--- config.mk ---
export PLATFORM = sky130hd
export DESIGN_NAME = serdisp_tx
export DESIGN_NICKNAME = d
export VERILOG_FILES = /design/src/rtl/serdisp_pkg.sv /design/src/rtl/serdisp_timer.sv /design/src/rtl/serdisp_shifter.sv /design/src/rtl/serdisp_tx.sv
export SDC_FILE = /design/constraint.sdc
export NUM_CORES = 1
export LEC_CHECK = 0
export ABC_CLOCK_PERIOD_IN_PS = 1900
export BUFFER_PORTS_ARGS = -buffer_cell sky130_fd_sc_hd__buf_4
export CAP_MARGIN = 0
export CORE_MARGIN = 3
export CORE_UTILIZATION = 49
export CTS_BUF_LIST = sky130_fd_sc_hd__clkbuf_16
export CTS_CLUSTER_SIZE = 14
export DETAILED_ROUTE_END_ITERATION = 6
export PLACE_DENSITY = 0.8
export SLEW_MARGIN = 20
export SYNTH_ARGS = -nofsm -noshare
export SYNTH_HDL_FRONTEND = slang
export SYNTH_SLANG_ARGS = --single-unit
--- constraint.sdc ---
create_clock -name clk -period 1.9 [get_ports clk]
set_clock_uncertainty 0.05 [all_clocks]
set_input_delay 0.285 -clock clk [delete_from_list [all_inputs] [get_ports clk]]
set_output_delay 0.285 -clock clk [all_outputs]
set_load 0.1 [all_outputs]
--- src/rtl/serdisp_pkg.sv ---
package serdisp_pkg;
  typedef enum logic [2:0] {
    ST_IDLE, ST_SETUP, ST_HIGH, ST_LOW, ST_GAP, ST_RST
  } st_e;

  // convert a minimum time in ns to whole clock cycles, rounding up
  function automatic int ns2cyc(input int ns, input int clk_ps);
    return (ns * 1000 + clk_ps - 1) / clk_ps;
  endfunction

  function automatic int imax(input int a, input int b);
    return (a > b) ? a : b;
  endfunction
endpackage

--- src/rtl/serdisp_timer.sv ---
module serdisp_timer #(
  parameter int W = 8
) (
  input  logic         clk,
  input  logic         rst_n,
  input  logic         load,
  input  logic [W-1:0] load_val,
  output logic         done
);
  logic [W-1:0] cnt;

  always_ff @(posedge clk or negedge rst_n) begin
    if (!rst_n)        cnt <= '0;
    else if (load)     cnt <= load_val;
    else if (cnt != 0) cnt <= cnt - 1'b1;
  end

  assign done = (cnt == '0);
endmodule

--- src/rtl/serdisp_shifter.sv ---
module serdisp_shifter #(
  parameter int DW = 8,
  localparam int BW = $clog2(DW)
) (
  input  logic          clk,
  input  logic          rst_n,
  input  logic          load,
  input  logic [DW-1:0] din,
  input  logic          shift,
  output logic          sout,
  output logic          last
);
  logic [DW-1:0] sr;
  logic [BW-1:0] pos;

  always_ff @(posedge clk or negedge rst_n) begin
    if (!rst_n) begin
      sr  <= '0;
      pos <= '0;
    end else if (load) begin
      sr  <= din;
      pos <= '0;
    end else if (shift) begin
      sr  <= {1'b0, sr[DW-1:1]};
      pos <= pos + 1'b1;
    end
  end

  assign sout = sr[0];
  assign last = (pos == BW'(DW - 1));
endmodule

--- src/rtl/serdisp_tx.sv ---
module serdisp_tx
  import serdisp_pkg::*;
#(
  parameter int CLK_PS      = 5000,
  parameter int SCK_HIGH_NS = 100,
  parameter int SCK_LOW_NS  = 100,
  parameter int LDS_NS      = 50,
  parameter int DS_NS       = 50,
  parameter int DH_NS       = 25,
  parameter int GAP_NS      = 600,
  parameter int RST_NS      = 600
) (
  input  logic       clk,
  input  logic       rst_n,
  input  logic       in_valid,
  input  logic [7:0] in_data,
  output logic       in_ready,
  input  logic       rst_req,
  output logic       ld_n,
  output logic       sck,
  output logic       sdo,
  output logic       disp_rst_n
);
  // data changes at the sck fall, so hold after a rise is the high phase
  localparam int HI_C  = imax(ns2cyc(SCK_HIGH_NS, CLK_PS), ns2cyc(DH_NS, CLK_PS));
  localparam int LO_C  = imax(ns2cyc(SCK_LOW_NS, CLK_PS), ns2cyc(DS_NS, CLK_PS));
  localparam int SU_C  = imax(LO_C, ns2cyc(LDS_NS, CLK_PS));
  localparam int GAP_C = ns2cyc(GAP_NS, CLK_PS);
  localparam int RST_C = ns2cyc(RST_NS, CLK_PS);
  localparam int MAXC  = imax(imax(HI_C, SU_C), imax(GAP_C, RST_C));
  localparam int CW    = $clog2(MAXC + 1);

  st_e           state, nstate;
  logic          rst_pend;
  logic          tmr_load, tmr_done;
  logic [CW-1:0] tmr_val;
  logic          sh_load, sh_shift, sh_last;
  logic          take_rst;

  serdisp_timer #(.W(CW)) u_tmr (
    .clk(clk), .rst_n(rst_n), .load(tmr_load), .load_val(tmr_val), .done(tmr_done)
  );

  serdisp_shifter #(.DW(8)) u_sh (
    .clk(clk), .rst_n(rst_n), .load(sh_load), .din(in_data), .shift(sh_shift),
    .sout(sdo), .last(sh_last)
  );

  assign take_rst = rst_pend | rst_req;
  assign in_ready = (state == ST_IDLE) && !take_rst;

  always_comb begin
    nstate   = state;
    tmr_load = 1'b0;
    tmr_val  = '0;
    sh_load  = 1'b0;
    sh_shift = 1'b0;
    unique case (state)
      ST_IDLE: begin
        if (take_rst) begin
          nstate = ST_RST;   tmr_load = 1'b1; tmr_val = CW'(RST_C - 1);
        end else if (in_valid) begin
          nstate = ST_SETUP; tmr_load = 1'b1; tmr_val = CW'(SU_C - 1);
          sh_load = 1'b1;
        end
      end
      ST_SETUP, ST_LOW: if (tmr_done) begin
        nstate = ST_HIGH; tmr_load = 1'b1; tmr_val = CW'(HI_C - 1);
      end
      ST_HIGH: if (tmr_done) begin
        tmr_load = 1'b1;
        if (sh_last) begin
          nstate = ST_GAP; tmr_val = CW'(GAP_C - 1);
        end else begin
          nstate = ST_LOW; tmr_val = CW'(LO_C - 1); sh_shift = 1'b1;
        end
      end
      ST_RST: if (tmr_done) begin
        nstate = ST_GAP; tmr_load = 1'b1; tmr_val = CW'(GAP_C - 1);
      end
      ST_GAP: if (tmr_done) nstate = ST_IDLE;
      default: nstate = ST_IDLE;
    endcase
  end

  always_ff @(posedge clk or negedge rst_n) begin
    if (!rst_n) begin
      state    <= ST_IDLE;
      rst_pend <= 1'b0;
    end else begin
      state <= nstate;
      if (nstate == ST_RST) rst_pend <= 1'b0;
      else if (rst_req)     rst_pend <= 1'b1;
    end
  end

  assign ld_n       = !(state inside {ST_SETUP, ST_HIGH, ST_LOW});
  assign sck        = (state == ST_HIGH);
  assign disp_rst_n = (state != ST_RST);


  sck_in_frame_chk: assert property (@(posedge clk) disable iff (!rst_n)
    sck |-> !ld_n);

  load_rise_after_high_chk: assert property (@(posedge clk) disable iff (!rst_n)
    $rose(ld_n) |-> $past(sck));

  data_moves_on_fall_chk: assert property (@(posedge clk) disable iff (!rst_n)
    (!ld_n && $past(!ld_n) && !$stable(sdo)) |-> $fell(sck));

  reset_idle_lines_chk: assert property (@(posedge clk) disable iff (!rst_n)
    $fell(disp_rst_n) |-> ($past(ld_n) && !$past(sck)));

  ready_only_idle_chk: assert property (@(posedge clk) disable iff (!rst_n)
    in_ready |-> (ld_n && disp_rst_n && !sck));

  one_activity_chk: assert property (@(posedge clk) disable iff (!rst_n)
    $onehot0({!ld_n, !disp_rst_n}));
endmodule

==> results of run 1 <==
-- final cells by class --
class | count | area, um^2
Clock buffer | 3 | 75.1
Clock inverter | 1 | 30.0
Fill cell | 143 | 524
Inverter | 3 | 11.3
Multi-Input combinational cell | 75 | 611
Sequential cell | 22 | 551
Tap cell | 27 | 33.8
Timing Repair Buffer | 32 | 246
-- through the flow --
step                area, um^2  utilization  std cells
CTS                       1490        0.716        159
global route              1560        0.748        163
floorplan                 1170            -        106
finish                    1560        0.748        163
global placement          1360        0.653        154
detailed placement        1360        0.653        154
-- state kept, by name, summed over array words and instances (netlist names) --
register	count
u_sh.pos	3
state	3
u_sh.sr	8
rst_pend	1
u_tmr.cnt	7
-- critical path, delay by kind of cell, from the launching register on --
kind,cells,cell delay [ns]
AO/OA/AOI/OAI,3,0.71
adder cells (fa/ha/maj),1,0.14
buffers and inverters,1,0.08
flip-flops,1,0.39
AND/OR/NAND/NOR,1,0.46
-- synth_stat cells (2+ instances only) --
cell and number:
nor2_1 6, a22o_1 2, dfrtp_1 22, nand3_1 3
a22oi_1 3, a221o_1 7, o21ai_0 5, buf_2 5
or2_2 2, and3_1 7, ha_1 3, inv_1 3
and2_1 2, nand2_1 4, a21oi_1 3, nor3_1 4
-- power by group --
part	total [W]	switching, W	internal [W]
registers	0.000468	0.0000000000000000000491	0.000468
logic	0.0000313	0.0000154	0.0000159
clock network	0.000589	0.000171	0.000418
-- cell families (layout without fill, tap and decap cells) --
family,count (synthesis),after routing,share of synthesized area
AO/OA/AOI/OAI,30,30,0.210
adder cells (fa/ha/maj),3,3,0.0330
flip-flops,22,22,0.485
multiplexers,2,2,0.0187
XOR/XNOR,2,2,0.0154
buffers and inverters,9,39,0.0352
AND/OR/NAND/NOR,38,38,0.203
-- final timing paths --
path,start,to,slack [ns],cells past startpoint
max,u_tmr.cnt[0]$_DFFE_PN0P_,u_tmr.cnt[2]$_DFFE_PN0P_,-0.01,6
min,in_data[7],u_sh.sr[7]$_DFFE_PN0P_,0.23,2
max reg2reg,u_tmr.cnt[0]$_DFFE_PN0P_,u_tmr.cnt[2]$_DFFE_PN0P_,-0.01,6
min reg2reg,u_sh.sr[7]$_DFFE_PN0P_,u_sh.sr[7]$_DFFE_PN0P_,0.45,1
max in group asynchronous,rst_n,u_sh.pos[1]$_DFFE_PN0P_,1.17,2
min in group asynchronous,rst_n,u_tmr.cnt[6]$_DFFE_PN0P_,0.40,2
-- routing by layer --
| metal | global-route usage | wire length, um |
|---|---|---|
| met1 | 0.263 | 1210 |
| met2 | 0.349 | 1350 |
| met3 | 0.0277 | 186 |
| met4 | 0.0996 | 91 |
| met5 | 0 | 0 |
-- what timing repair did --
| item | 4_1_cts | 5_1_grt |
|---|---|---|
| endpoints found under the hold margin | 22 | 0 |
| buffers inserted | 0 | 4 |
| gates resized for setup | 5 | 8 |
| gates cloned | 0 | 0 |
| endpoints found under the setup margin | 6 | 7 |
| hold buffers | 1 | 0 |
| pin swaps | 1 | 3 |
==> impl_metrics.json, run 1 <==
{
  "cts_num_sinks": 22,
  "synth-seq-cells": 22,
  "max_slew_margin": 0.663,
  "cp_data_arrival_time_ns": 2.03,
  "cts-root-buf": "clkbuf_16",
  "ys_types": 41,
  "grt_first_pass_wirelength_um": 4440,
  "totalWireLength_um": 2830,
  "drtAntennaViolNets": 0,
  "rsz0062_at_grt": "true",
  "fin_total_pwr_w": 0.00109,
  "hold_viol": 0,
  "ys_seq_area_frac": 0.485,
  "core_mm2": 0.00208,
  "h-tree-depth": 1,
  "routed_via_density": 6.18,
  "path_cells": "inv_2 -> ha_4 -> or4b_4 -> o32a_1 -> o21ba_4 -> a22oi_2",
  "cp_slowest_cell": "or4b_4",
  "leakagePower_nw": 0.726,
  "setup_viol": 1,
  "layout.nets": 152,
  "status": "finished, violations left",
  "synthFlopType": "dfrtp_1",
  "die_w_um": 54.2,
  "drv_slew": 0,
  "ctsLongestPathBuffers": 2,
  "dieHeight_um": 54.2,
  "initial_core_util": 0.546,
  "hold_path.class": "in2reg",
  "antenna_found_initial": 0,
  "cap_violations": 0,
  "place_congestion": 0.873,
  "num_vias": 1008,
  "ir_drop_uv": 449,
  "dpl.hpwl_um": 1750,
  "post_drt_wl_per_cell_um": 17.4,
  "critPathMaxFanout": 3,
  "synth_edf_count": 0,
  "synth_top_cell_by_area": "dfrtp_1",
  "drive_gt1_frac": 0.368,
  "grt_util_all_layers": 0.209,
  "synth_top_area_share": 0.485,
  "antennaDiodeCount": 0,
  "area_growth_pct": 37.1,
  "syn_inst": 106,
  "clkTransAtPathRegs_ns": 0.06,
  "fin_setup_tns_ns": -0.0106,
  "port_buffers": 16,
  "dieArea_mm2": 0.00293,
  "failed_checks": "negative setup slack",
  "min_period_over_period": 1.01,
  "fin_crit_ns": 1.91,
  "grt_overflow_total": 0,
  "drt-initial-drc-count": 55,
  "endpoint_kind": "flip-flop",
  "p_per_area_mw_per_mm2": 699,
  "worst_pin_slew_ns": 0.505,
  "cts_tree": "yes",
  "grt_max_degree": 23,
  "clk_latency_ns": 0.25,
  "most-common-layout-cells": "buf_4 (30), dfrtp_1 (22), and3_1 (7), a221o_1 (7), nor2_1 (6)",
  "hold_slack_ns": 0.235,
  "synth_area_leaders": "dfrtp_1 (48%), a221o_1 (6.2%), and3_1 (3.9%)",
  "numCtsBuffers": 3,
  "grt_pass1_vias": 990,
  "drc": 0,
  "pre_cts_slack_ns": -0.0527,
  "async_flop_share": 1.00,
  "crit_type": "reg2reg",
  "syn_nets": 121,
  "avgSynthCellArea_um2": 10.7,
  "critPathMaxStageDelay_ns": 0.46,
  "crit_path_start_kind": "flip-flop",
  "firstDrtPassIters": 4,
  "fin_ws_ns": -0.0106,
  "final_common_cell": "buf_4",
  "rows": 16,
  "yosysWarnings": 0,
  "syn-cell-area_mm2": 0.00114,
  "fmax_mhz": 523,
  "crit_required_ns": 2.02,
  "ioPinCount": 17
}
Power figures use the tool's default switching activity.
==> inputs of run 2 (changes only) <==
--- a/config.mk
+++ b/config.mk
@@ -7,13 +7,13 @@
 export LEC_CHECK = 0
 export ABC_CLOCK_PERIOD_IN_PS = 1900
 export BUFFER_PORTS_ARGS = -buffer_cell sky130_fd_sc_hd__buf_4
-export CAP_MARGIN = 0
+export CAP_MARGIN = 20
 export CORE_MARGIN = 3
 export CORE_UTILIZATION = 49
 export CTS_BUF_LIST = sky130_fd_sc_hd__clkbuf_16
 export CTS_CLUSTER_SIZE = 14
 export DETAILED_ROUTE_END_ITERATION = 6
-export PLACE_DENSITY = 0.8
+export PLACE_DENSITY = 0.72
 export SLEW_MARGIN = 20
 export SYNTH_ARGS = -nofsm -noshare
 export SYNTH_HDL_FRONTEND = slang
==> run 2 against run 1 <==
The flow still finishes with violations (negative setup slack). Fmax shrank 0.12%. Via count shrank 3.3%. Clock power shrank 26%. Combinational power shrank 3%. Critical path type unchanged. Critical endpoint is now u_tmr.cnt[5]$_DFFE_PN0P_.
==> impl_metrics.json, run 2 (synthesized netlist as in run 1, its figures left out) <==
{
  "drive_gt1_frac": 0.368,
  "totalWireLength_um": 2670,
  "crit_path_start_kind": "flip-flop",
  "cts_num_sinks": 22,
  "grt_overflow_total": 0,
  "failed_checks": "negative setup slack",
  "drv_slew": 0,
  "cap_violations": 0,
  "largest_reg_flops": 8,
  "firstDrtPassIters": 4,
  "core_mm2": 0.00208,
  "numCtsBuffers": 3,
  "die_w_um": 54.2,
  "worst_pin_slew_ns": 0.497,
  "setup_viol": 1,
  "fin_setup_tns_ns": -0.0129,
  "antenna_found_initial": 0,
  "final_cells": 160,
  "fin_ws_ns": -0.0129,
  "grt_first_pass_wirelength_um": 3930,
  "hold_path.class": "in2reg",
  "multi_input_area_um2": 623,
  "port_buffers": 16,
  "dpl.hpwl_um": 1800,
  "post_drt_wl_per_cell_um": 16.7,
  "num_vias": 975,
  "final_common_cell": "buf_4",
  "cts-root-buf": "clkbuf_16",
  "drc": 0,
  "seq_area_um2": 551,
  "crit_required_ns": 2.02,
  "regMostFlops": "u_sh.sr",
  "cts_tree": "yes",
  "grt_max_degree": 23,
  "h-tree-depth": 1,
  "pre_cts_slack_ns": -0.0689,
  "ioPinCount": 17,
  "dieArea_mm2": 0.00293,
  "grt_pass1_vias": 856,
  "reg_top3": "u_sh.sr (8), u_tmr.cnt (7)",
  "drt-initial-drc-count": 40,
  "rsz0062_at_grt": "true",
  "grt_util_all_layers": 0.192,
  "cp_data_arrival_time_ns": 2.03,
  "fmax_mhz": 523,
  "p_per_area_mw_per_mm2": 613,
  "hold_viol": 0,
  "clkTransAtPathRegs_ns": 0.06,
  "area_growth_pct": 34.3,
  "most-common-layout-cells": "buf_4 (28), dfrtp_1 (22), and3_1 (7), a221o_1 (7), nor2_1 (6)",
  "ir_drop_uv": 538,
  "hold_slack_ns": 0.237,
  "endpoint_kind": "flip-flop",
  "critPathMaxFanout": 4,
  "rows": 16,
  "reg2reg_depth": 6,
  "max_slew_margin": 0.669,
  "min_period_over_period": 1.01,
  "antennaDiodeCount": 0,
  "routed_via_density": 6.09,
  "crit_type": "reg2reg",
  "ctsLongestPathBuffers": 2,
  "fin_crit_ns": 1.91,
  "clk_latency_ns": 0.25,
  "fin_total_pwr_w": 0.000934,
  "initial_core_util": 0.546,
  "drtAntennaViolNets": 0,
  "place_congestion": 0.874,
  "holdPathStages": 2,
  "dieHeight_um": 54.2,
  "status": "finished, violations left",
  "leakagePower_nw": 0.711,
  "layout.filler_cells": 142,
  "layout.nets": 150,
  "dp_cells": 153
}
-- run 2: metal layers --
layer | global-route usage | wire (um) | up-vias | part of all wire
met5 | 0 | 0 | - | 0
li1 | - | - | 466 | -
met3 | 0.0332 | 112 | 4 | 0.042
met4 | 0.0996 | 44 | 0 | 0.016
met1 | 0.266 | 1230 | 476 | 0.46
met2 | 0.283 | 1280 | 29 | 0.48
-- run 2: metrics by stage --
| stage | util | instance area [um^2] |
|---|---|---|
| after floorplan | - | 1170 |
| after global placement | 0.649 | 1350 |
| after detailed placement | 0.649 | 1350 |
| after CTS | 0.697 | 1450 |
| after global routing | 0.733 | 1530 |
| final | 0.733 | 1530 |
-- run 2: final timing paths --
kind	from	end	slack [ns]
max	u_tmr.cnt[0]$_DFFE_PN0P_	u_tmr.cnt[5]$_DFFE_PN0P_	-0.01
min	in_data[7]	u_sh.sr[7]$_DFFE_PN0P_	0.24
max reg2reg	u_tmr.cnt[0]$_DFFE_PN0P_	u_tmr.cnt[5]$_DFFE_PN0P_	-0.01
min reg2reg	u_sh.sr[7]$_DFFE_PN0P_	u_sh.sr[7]$_DFFE_PN0P_	0.45
max in group asynchronous	rst_n	u_sh.sr[6]$_DFFE_PN0P_	1.18
min in group asynchronous	rst_n	u_tmr.cnt[5]$_DFFE_PN0P_	0.40
-- run 2: final cells by class --
cell class                      instances  area share
Clock buffer                            3      0.0492
Inverter                                3     0.00738
Multi-Input combinational cell         75       0.409
Sequential cell                        22       0.361
Tap cell                               27      0.0221
Timing Repair Buffer                   30       0.152
-- run 2: what timing repair did --
| action | CTS | global route |
|---|---|---|
| gates cloned | 0 | 0 |
| hold endpoints to repair | 22 | 0 |
| buffers inserted | 1 | 2 |
| pin swaps | 2 | 2 |
| gates resized for setup | 3 | 12 |
| endpoints found under the setup margin | 5 | 15 |
| hold buffers | 1 | 0 |
-- run 2: worst max-delay path: stages (launching register included) --
cell,delay [ns]
dfrtp_1,0.38
inv_2,0.08
ha_4,0.14
or4b_4,0.46
o32a_1,0.35
o21ba_4,0.23
a22oi_2,0.14
-- run 2: report_power, final --
group | internal (W) | switching [W] | total (W)
Combinational | 0.0000158 | 0.0000146 | 0.0000304
Sequential | 0.000469 | 0.0000000000000000000550 | 0.000469
Clock | 0.000278 | 0.000157 | 0.000435
==> inputs of run 3 (changes only) <==
--- a/config.mk
+++ b/config.mk
@@ -9,11 +9,11 @@
 export BUFFER_PORTS_ARGS = -buffer_cell sky130_fd_sc_hd__buf_4
 export CAP_MARGIN = 20
 export CORE_MARGIN = 3
-export CORE_UTILIZATION = 49
+export CORE_UTILIZATION = 35
 export CTS_BUF_LIST = sky130_fd_sc_hd__clkbuf_16
 export CTS_CLUSTER_SIZE = 14
 export DETAILED_ROUTE_END_ITERATION = 6
-export PLACE_DENSITY = 0.72
+export PLACE_DENSITY = 0.54
 export SLEW_MARGIN = 20
 export SYNTH_ARGS = -nofsm -noshare
 export SYNTH_HDL_FRONTEND = slang
==> run 3 against run 2 <==
Global-route usage fell by 6.1 points. Clock-buffer cell count did not move. Combinational power fell by 1%. Total power rose by 17%. Clock power rose by 36%. Die area rose by 35%. Setup slack improved by 0.035 ns. Flip-flop and latch count did not move. Via count fell by 4.1%. Wire length fell by 6.7%. Worst hold slack got worse by 0.0038 ns. Largest cell class unchanged. The run now ends clean. Sequential power barely moved.
==> impl_metrics.json, run 3 (synthesized netlist as in run 1, its figures left out) <==
{
  "critPathMaxStageDelay_ns": 0.46,
  "crit_required_ns": 1.98,
  "num_vias": 935,
  "initial_core_util": 0.369,
  "ir_drop_uv": 303,
  "firstDrtPassIters": 4,
  "final_core_util": 0.501,
  "hold_viol": 0,
  "numCtsBuffers": 3,
  "dieArea_mm2": 0.00397,
  "grt_first_pass_wirelength_um": 4110,
  "min_period_over_period": 0.989,
  "crit_type": "reg2reg",
  "drv_slew": 0,
  "ctsLongestPathBuffers": 2,
  "leakagePower_nw": 0.704,
  "largest_reg_flops": 8,
  "final_common_cell": "buf_4",
  "rows": 20,
  "drtAntennaViolNets": 0,
  "regMostFlops": "u_sh.sr",
  "die_w_um": 63.0,
  "fin_setup_tns_ns": 0,
  "holdPathStages": 2,
  "grt_util_all_layers": 0.131,
  "grtUsageMet1": 0.173,
  "area_growth_pct": 35.7,
  "fmax_mhz": 532,
  "fin_ws_ns": 0.0218,
  "pre_cts_slack_ns": -0.0546,
  "antennaDiodeCount": 0,
  "grt-busiest-layer": "met2",
  "reg_top3": "u_sh.sr (8), u_tmr.cnt (7)",
  "crit_path_start_kind": "flip-flop",
  "drc": 0,
  "dieHeight_um": 63.0,
  "cts-root-buf": "clkbuf_16",
  "hold_path.class": "in2reg",
  "grt_pass1_vias": 888,
  "grt_max_degree": 23,
  "worst_pin_slew_ns": 0.507,
  "status": "finished clean",
  "layout.nets": 148,
  "grt_use_met3": 0.0324,
  "cp_data_arrival_time_ns": 1.96,
  "place_congestion": 0.755,
  "max_slew_margin": 0.662,
  "most-common-layout-cells": "buf_4 (26), dfrtp_1 (22), and3_1 (7), a221o_1 (7), nor2_1 (6)",
  "routed_via_density": 5.31,
  "clkTransAtPathRegs_ns": 0.06,
  "totalWireLength_um": 2490,
  "cts_tree": "yes",
  "grt_use_met2": 0.200,
  "cp_slowest_cell": "or4b_4",
  "endpoint_kind": "flip-flop",
  "reg2reg_depth": 6,
  "p_per_area_mw_per_mm2": 706,
  "hold_slack_ns": 0.233,
  "fin_crit_ns": 1.88,
  "dpl.hpwl_um": 1800,
  "grt_overflow_total": 0,
  "h-tree-depth": 1,
  "drt-initial-drc-count": 36,
  "cap_violations": 0,
  "setup_viol": 0,
  "post_drt_wl_per_cell_um": 14.2,
  "antenna_found_initial": 0,
  "drive_gt1_frac": 0.341,
  "ioPinCount": 17,
  "path_cells": "inv_2 -> ha_4 -> or4b_4 -> o32a_1 -> o32ai_1 -> a21oi_1",
  "critPathMaxFanout": 3,
  "port_buffers": 16,
  "rsz0062_at_grt": "true",
  "cts_num_sinks": 22,
  "core_mm2": 0.00308,
  "clk_latency_ns": 0.26
}
[run 3: cell type report]
class | instances | area, um^2
Fill cell | 289 | 1540
Multi-Input combinational cell | 75 | 603
Sequential cell | 22 | 551
Timing Repair Buffer | 28 | 216
Clock buffer | 3 | 75.1
Tap cell | 44 | 55.1
Clock inverter | 1 | 30.0
Inverter | 3 | 11.3
[run 3: worst paths after layout]
| kind | end | from | slack [ns] |
|---|---|---|---|
| max in group asynchronous | rst_pend$_DFFE_PN0P_ | rst_n | 1.17 |
| worst max-delay path | rst_pend$_DFFE_PN0P_ | u_tmr.cnt[0]$_DFFE_PN0P_ | 0.02 |
| min in group asynchronous | u_tmr.cnt[6]$_DFFE_PN0P_ | rst_n | 0.40 |
| worst max register to register | rst_pend$_DFFE_PN0P_ | u_tmr.cnt[0]$_DFFE_PN0P_ | 0.02 |
| worst min-delay path | u_sh.sr[7]$_DFFE_PN0P_ | in_data[7] | 0.23 |
| worst min register to register | u_sh.sr[7]$_DFFE_PN0P_ | u_sh.sr[7]$_DFFE_PN0P_ | 0.45 |
[run 3: report_power, final]
| group | total [W] | internal, W | switching [W] |
|---|---|---|---|
| registers | 0.000468 | 0.000468 | 0.0000000000000000000434 |
| clock network | 0.000590 | 0.000418 | 0.000172 |
| logic | 0.0000300 | 0.0000158 | 0.0000141 |
[run 3: repair_timing]
item                                    4_1_cts  5_1_grt
buffers inserted                              0        1
pin swaps                                     1        0
gates resized for setup                       6        5
endpoints found under the hold margin        22        0
endpoints found under the setup margin        8        7
hold buffers                                  1        0
[run 3: metal layers]
| layer | vias to the layer above | routed length, um |
|---|---|---|
| met5 | - | 0 |
| met4 | 0 | 36 |
| li1 | 461 | - |
| met2 | 23 | 1140 |
| met3 | 4 | 126 |
| met1 | 447 | 1190 |
[run 3: through the flow]
stage / instances / area, um^2 / total power, W
after floorplan: 106 / 1170 / 0.000480
after global placement: 170 / 1370 / 0.000506
after detailed placement: 170 / 1370 / 0.000507
after CTS: 175 / 1510 / 0.00110
after global routing: 176 / 1540 / 0.00112
final: 176 / 1540 / 0.00109
[run 3: critical path, delay by kind of cell (launching register included)]
family	cells	cell delay [ns]
adder cells (fa/ha/maj)	1	0.14
AO/OA/AOI/OAI	3	0.63
AND/OR/NAND/NOR	1	0.46
flip-flops	1	0.39
buffers and inverters	1	0.08
